## config.mk

```make
export PLATFORM = sky130hd
export DESIGN_NAME = updown_counter
export DESIGN_NICKNAME = d
export VERILOG_FILES = /design/src/rtl/updn_pkg.sv /design/src/rtl/updn_sync.sv /design/src/rtl/updn_next.sv /design/src/rtl/updown_counter.sv
export SDC_FILE = /design/constraint.sdc
export NUM_CORES = 1
export LEC_CHECK = 0
export BUFFER_PORTS_ARGS = -buffer_cell sky130_fd_sc_hd__buf_2
export CAP_MARGIN = 15
export CORE_AREA = 5 5 42 44
export DETAILED_ROUTE_END_ITERATION = 8
export DIE_AREA = 0 0 47 49
export PLACE_DENSITY = 0.72
export SETUP_SLACK_MARGIN = 0.5
export SYNTH_ARGS = -nofsm -noshare
export SYNTH_HDL_FRONTEND = slang
export SYNTH_SLANG_ARGS = --single-unit
```

## constraint.sdc

```tcl
create_clock -name clk -period 3 [get_ports clk]
set_input_delay 0.15 -clock clk [delete_from_list [all_inputs] [get_ports clk]]
set_output_delay 0.15 -clock clk [all_outputs]
set_load 0.02 [all_outputs]
```

## src/rtl/updn_pkg.sv

```systemverilog
package updn_pkg;
    localparam int CW = 4;
    typedef logic [CW-1:0] cnt_t;

    typedef struct packed {
        cnt_t cnt;
    } ctr_state_t;

    function automatic cnt_t top_value(input bit decade);
        return decade ? cnt_t'(9) : cnt_t'(2**CW - 1);
    endfunction
endpackage

```

## src/rtl/updn_sync.sv

```systemverilog
module updn_sync #(
    parameter int STAGES = 2
) (
    input  logic clk,
    input  logic rst_n,
    input  logic async_in,
    output logic level,
    output logic rise
);
    typedef struct packed {
        logic [STAGES-1:0] sr;
        logic              prev;
    } sync_state_t;

    sync_state_t st_d, st_q;
    logic [STAGES-1:0] shift_d;

    assign shift_d[0] = async_in;
    for (genvar i = 1; i < STAGES; i++) begin : g_chain
        assign shift_d[i] = st_q.sr[i-1];
    end

    always_comb begin
        st_d      = st_q;
        st_d.sr   = shift_d;
        st_d.prev = st_q.sr[STAGES-1];
    end

    // Idle level of a strobe is high, so reset to 1 to avoid a false edge.
    always_ff @(posedge clk or negedge rst_n) begin
        if (!rst_n) begin
            st_q <= '1;
        end else begin
            st_q <= st_d;
        end
    end

    assign level = st_q.sr[STAGES-1];
    assign rise  = st_q.sr[STAGES-1] & ~st_q.prev;

    AST_RISE_ONE_CYCLE: assert property (@(posedge clk) disable iff (!rst_n)
        rise |=> !rise);
endmodule

```

## src/rtl/updn_next.sv

```systemverilog
module updn_next
    import updn_pkg::*;
#(
    parameter bit DECADE = 1'b0
) (
    input  cnt_t cnt_q,
    input  logic clear,
    input  logic load_n,
    input  cnt_t preset,
    input  logic up_evt,
    input  logic dn_evt,
    output cnt_t cnt_d
);
    localparam cnt_t TOP = top_value(DECADE);

    always_comb begin
        cnt_d = cnt_q;
        if (clear) begin
            cnt_d = '0;
        end else if (!load_n) begin
            cnt_d = preset;
        end else if (up_evt) begin
            cnt_d = (cnt_q >= TOP) ? '0 : cnt_q + cnt_t'(1);
        end else if (dn_evt) begin
            cnt_d = (cnt_q == '0 || cnt_q > TOP) ? TOP : cnt_q - cnt_t'(1);
        end
    end
endmodule

```

## src/rtl/updown_counter.sv

```systemverilog
module updown_counter
    import updn_pkg::*;
#(
    parameter bit DECADE      = 1'b0,
    parameter int SYNC_STAGES = 2
) (
    input  logic          clk,
    input  logic          rst_n,
    input  logic          up_clk,
    input  logic          dn_clk,
    input  logic          load_n,
    input  logic          clear,
    input  logic [CW-1:0] preset,
    output logic [CW-1:0] count,
    output logic          carry_n,
    output logic          borrow_n
);
    localparam cnt_t TOP = top_value(DECADE);

    logic up_lvl, up_rise, dn_lvl, dn_rise;
    logic up_evt, dn_evt;
    ctr_state_t st_d, st_q;
    cnt_t cnt_nxt;

    updn_sync #(.STAGES(SYNC_STAGES)) u_sync_up (
        .clk(clk), .rst_n(rst_n), .async_in(up_clk),
        .level(up_lvl), .rise(up_rise)
    );

    updn_sync #(.STAGES(SYNC_STAGES)) u_sync_dn (
        .clk(clk), .rst_n(rst_n), .async_in(dn_clk),
        .level(dn_lvl), .rise(dn_rise)
    );

    // A step needs the opposite strobe high and not rising in the same cycle.
    assign up_evt = up_rise & dn_lvl & ~dn_rise;
    assign dn_evt = dn_rise & up_lvl & ~up_rise;

    updn_next #(.DECADE(DECADE)) u_next (
        .cnt_q(st_q.cnt), .clear(clear), .load_n(load_n), .preset(preset),
        .up_evt(up_evt), .dn_evt(dn_evt), .cnt_d(cnt_nxt)
    );

    always_comb begin
        st_d     = st_q;
        st_d.cnt = cnt_nxt;
    end

    always_ff @(posedge clk or negedge rst_n) begin
        if (!rst_n) begin
            st_q <= '0;
        end else begin
            st_q <= st_d;
        end
    end

    assign count    = st_q.cnt;
    assign carry_n  = ~((st_q.cnt == TOP) & ~up_lvl);
    assign borrow_n = ~((st_q.cnt == '0) & ~dn_lvl);

    AST_CLEAR_ZERO: assert property (@(posedge clk) disable iff (!rst_n)
        clear |=> (count == '0));
    AST_LOAD_VALUE: assert property (@(posedge clk) disable iff (!rst_n)
        (!clear && !load_n) |=> (count == $past(preset)));
    AST_UP_STEP: assert property (@(posedge clk) disable iff (!rst_n)
        (up_evt && load_n && !clear && st_q.cnt < TOP)
        |=> (count == $past(st_q.cnt) + cnt_t'(1)));
    AST_DN_STEP: assert property (@(posedge clk) disable iff (!rst_n)
        (dn_evt && load_n && !clear && st_q.cnt != '0 && st_q.cnt <= TOP)
        |=> (count == $past(st_q.cnt) - cnt_t'(1)));
    AST_BOTH_HOLD: assert property (@(posedge clk) disable iff (!rst_n)
        (up_rise && dn_rise && load_n && !clear) |=> $stable(count));
    AST_UP_WRAP: assert property (@(posedge clk) disable iff (!rst_n)
        (up_evt && load_n && !clear && st_q.cnt >= TOP) |=> (count == '0));
    AST_DN_WRAP: assert property (@(posedge clk) disable iff (!rst_n)
        (dn_evt && load_n && !clear && (st_q.cnt == '0 || st_q.cnt > TOP))
        |=> (count == TOP));
    AST_IDLE_HOLD: assert property (@(posedge clk) disable iff (!rst_n)
        (!up_rise && !dn_rise && load_n && !clear) |=> $stable(count));
endmodule

```

==> results.py <==
metrics = {
    "run_status": {
        "run_status": "completed",
    },
    "timing": {
        "timing.final.crit_share_pct": 64.02,
        "fin_worst_skew_ns": 0.0008054,
        "slew-limit-headroom_pct": 75.28,
        "post_layout_worst_setup_margin_ns": 1.079,
        "totalNegativeSetupSlack_ns": 0,
        "timing.final.max_slew_violations": 0,
        "grt_setup_unrepaired": "no",
        "setup-violations-final": 0,
        "hold_violations": 0,
        "final.hold.worst_slack_ns": 0.1835,
        "max_slew.worst_pin.slew_ns": 0.3707,
        "achievable-frequency_ghz": 0.5207,
        "timing.final.crit_period_ns": 1.921,
    },
    "clock_tree": {
        "clk_pin_slew_ns": 0.06,
        "cts-resized-gates": 0,
        "cts-root-to-sink-buffers": 2,
        "clock_sink_count": 10,
        "cts_inserted_buffers": 3,
        "cts_tree": "yes",
        "h-tree-depth": 1,
        "post_cts_buffers": 0,
        "worst_skew_pair_later_pin_latency_ns": 0.25,
        "root_buffer": "clkbuf_4",
    },
    "flow_run": {
        "maxCapViolCount": 0,
    },
    "detailed_routing": {
        "antenna_violating_nets_remaining": 0,
        "dr_total_vias": 485,
        "viasPerCell": 5.449,
        "drc": 0,
        "postRouteWirelength_um": 1225,
        "drt_pass1_iterations": 4,
        "route.detailed.wl_per_inst_um": 13.76,
        "detailedRoute.firstIterationViolations": 13,
    },
    "power_and_ir_drop": {
        "report.power.total_uw": 365.1,
        "power_leakage_uw": 0.0003346,
        "pwr_density_cell_nw_per_um2": 509.3,
        "maximum_vdd_ir_drop_v": 0.0002927,
    },
    "place": {
        "detailedPlacementHpwl_um": 931.8,
        "dp_worst_slack_ns": 1.352,
        "dpl_cell_area_um2": 650.6,
        "number_of_input_and_output_port_buffers_inserted": 15,
        "routabilityCongestion": 0.8877,
    },
    "logic_synthesis": {
        "synth-seq-cells": 10,
        "netlist_instances": 52,
        "synth_area_per_cell_um2": 10.83,
        "syn-cell-area_um2": 563.0,
        "postSynthNetCount": 64,
        "yosysWarningCount": 0,
        "ys_seq_area_share_pct": 45.78,
        "yosysUniqueCellTypes": 26,
    },
    "worst_setup_path": {
        "timing.rr.start": "count[0]$_DFFE_PN0P_",
        "cp.required_ns": 2.85,
        "crit_path_max_incr_delay_ns": 0.52,
        "criticalPathCategory": "register to output pin",
        "cpMaxStageDelayCell": "or4_2",
        "worst-path-buf-inv": 3,
        "critical-path-top-delay-family": "simple AND/OR/NAND/NOR gates",
        "crit_start": "count[0]$_DFFE_PN0P_",
        "worst_setup_ep_type": "output pin",
        "cp-start-kind": "register",
        "cell_seen_most_often_among_critical_path_stages": "inv_1",
        "worst-endpoint-arrival_ns": 1.77,
        "timing.critical_path.fanout_max": 10,
        "timing.critical_path.cells": "inv_1 -> ha_1 -> inv_1 -> or4_2 -> buf_2",
    },
    "floorplan": {
        "num_io_pins": 16,
        "coreArea_um2": 1401,
        "fp.dieArea_um2": 2303,
        "placementRows": 14,
        "dieHeight_um": 49,
        "die-width_um": 47,
        "start_util_pct": 40.18,
    },
    "grt": {
        "gr-total-overflow": 0,
        "antenna_found_initial": 0,
        "grt_max_degree": 11,
        "global_route.usage.total_pct": 12.98,
        "grt_pass1_wl_um": 2118,
        "grt_pass1_vias": 454,
    },
    "worst_hold_path": {
        "min_from": "clear",
        "min_path_type": "primary input to register",
    },
    "final_layout": {
        "post_route_cells_drive_above_1_share_pct": 42.47,
        "finalNetCount": 86,
        "fin_area_um2": 716.9,
        "antenna_cells_inserted": 0,
        "layout_area_overhead_pct": 27.33,
    },
}
-- per-stage QoR --
step	instances	utilization, %
5_1_grt	89	51.16
3_5_place_dp	82	46.43
4_1_cts	89	51.16
3_3_place_gp	82	46.43
6_report	89	51.16
2_1_floorplan	52	-
-- synth_stat cells (all sizes together) --
cell type | instances | area, um^2
nand2 | 3 | 11.26
or4 | 1 | 8.760
o41ai | 1 | 8.760
a31oi | 1 | 6.260
or4b | 1 | 10.01
and3 | 2 | 15.01
buf | 1 | 7.510
o2bb2ai | 1 | 8.760
a21oi | 2 | 10.01
inv | 6 | 22.52
xor2 | 2 | 17.52
dfstp | 6 | 157.7
nand2b | 1 | 6.260
o22ai | 1 | 6.260
a311oi | 1 | 26.28
nor3 | 1 | 5.000
dfrtp | 4 | 100.1
mux2 | 1 | 11.26
mux2i | 1 | 10.01
o21ai | 2 | 10.01
nor2 | 4 | 15.01
o221ai | 1 | 8.760
nand4b | 1 | 15.01
o31ai | 3 | 22.52
ha | 2 | 25.02
a22o | 2 | 17.52
-- timing repair --
action	in CTS	in global routing
hold buffers	3	0
endpoints found under the setup margin	0	0
endpoints found under the hold margin	12	0
-- path summary, 6_finish.rpt --
path / end / slack (ns) / cells after the start
min: count[0]$_DFFE_PN0P_ / 0.18 / 2
min in group asynchronous: count[2]$_DFFE_PN0P_ / 0.28 / 2
max: borrow_n / 1.08 / 5
min reg2reg: u_sync_dn.level$_DFF_PN1_ / 0.36 / 0
max in group asynchronous: u_sync_dn.shift_d[1]$_DFF_PN1_ / 2.46 / 2
max reg2reg: count[1]$_DFFE_PN0P_ / 1.37 / 5
-- power by group --
group | internal [uW] | switching (uW) | leakage [uW]
Sequential | 149 | 18.9 | 0.000114
Combinational | 37.8 | 45.2 | 0.000199
Clock | 73.4 | 40.7 | 0.0000210
-- cells by family after synthesis --
family | synth area share, %
adder cells (fa/ha/maj) | 4.444
AO/OA/AOI/OAI | 22.23
XOR/XNOR | 3.112
AND/OR/NAND/NOR | 15.33
buffers and inverters | 5.334
flip-flops | 45.78
multiplexers | 3.778
-- sequential cells by signal, summed over array words and instances (netlist names) --
name and flops:
u_sync_up.shift_d 1, u_sync_up.level 1, count 4, u_sync_up.st_q 1, u_sync_dn.shift_d 1, u_sync_dn.st_q 1
u_sync_dn.level 1
-- final cells by class --
cell class | count | area (um^2)
clock buffer | 4 | 36.28
fill | 141 | 684.4
inverter | 6 | 22.52
multi-input combinational | 35 | 275.3
sequential | 10 | 257.7
tap | 16 | 20.02
timing repair buffer | 18 | 105.1
-- per-layer routing --
| layer | vias up | share of wire [%] | global-route usage [%] |
|---|---|---|---|
| met5 | - | 0 | 0 |
| met4 | 0 | 0.98 | 5.991 |
| met2 | 17 | 49 | 18.33 |
| li1 | 237 | - | - |
| met3 | 2 | 6.7 | 4.797 |
| met1 | 229 | 43 | 17.16 |
-- cells in the final DEF (no fill, tap or decap), types with 2 or more instances in the layout --
cell,instances
nand2_1,3
o21ai_0,2
and3_2,2
dlygate4sd3_1,3
dfstp_2,6
a21oi_1,2
a22o_1,2
dfrtp_1,4
xor2_1,2
clkbuf_4,3
nor2_1,4
ha_1,2
inv_1,6
buf_2,15
o31ai_1,3
-- worst register-to-register path: stages, from the launching register on --
cell and delay, ns:
dfrtp_1 0.49, inv_1 0.08, ha_1 0.31, xor2_1 0.16
mux2_2 0.27, a22o_1 0.20
Note: power is estimated with default switching activity, not from simulation.
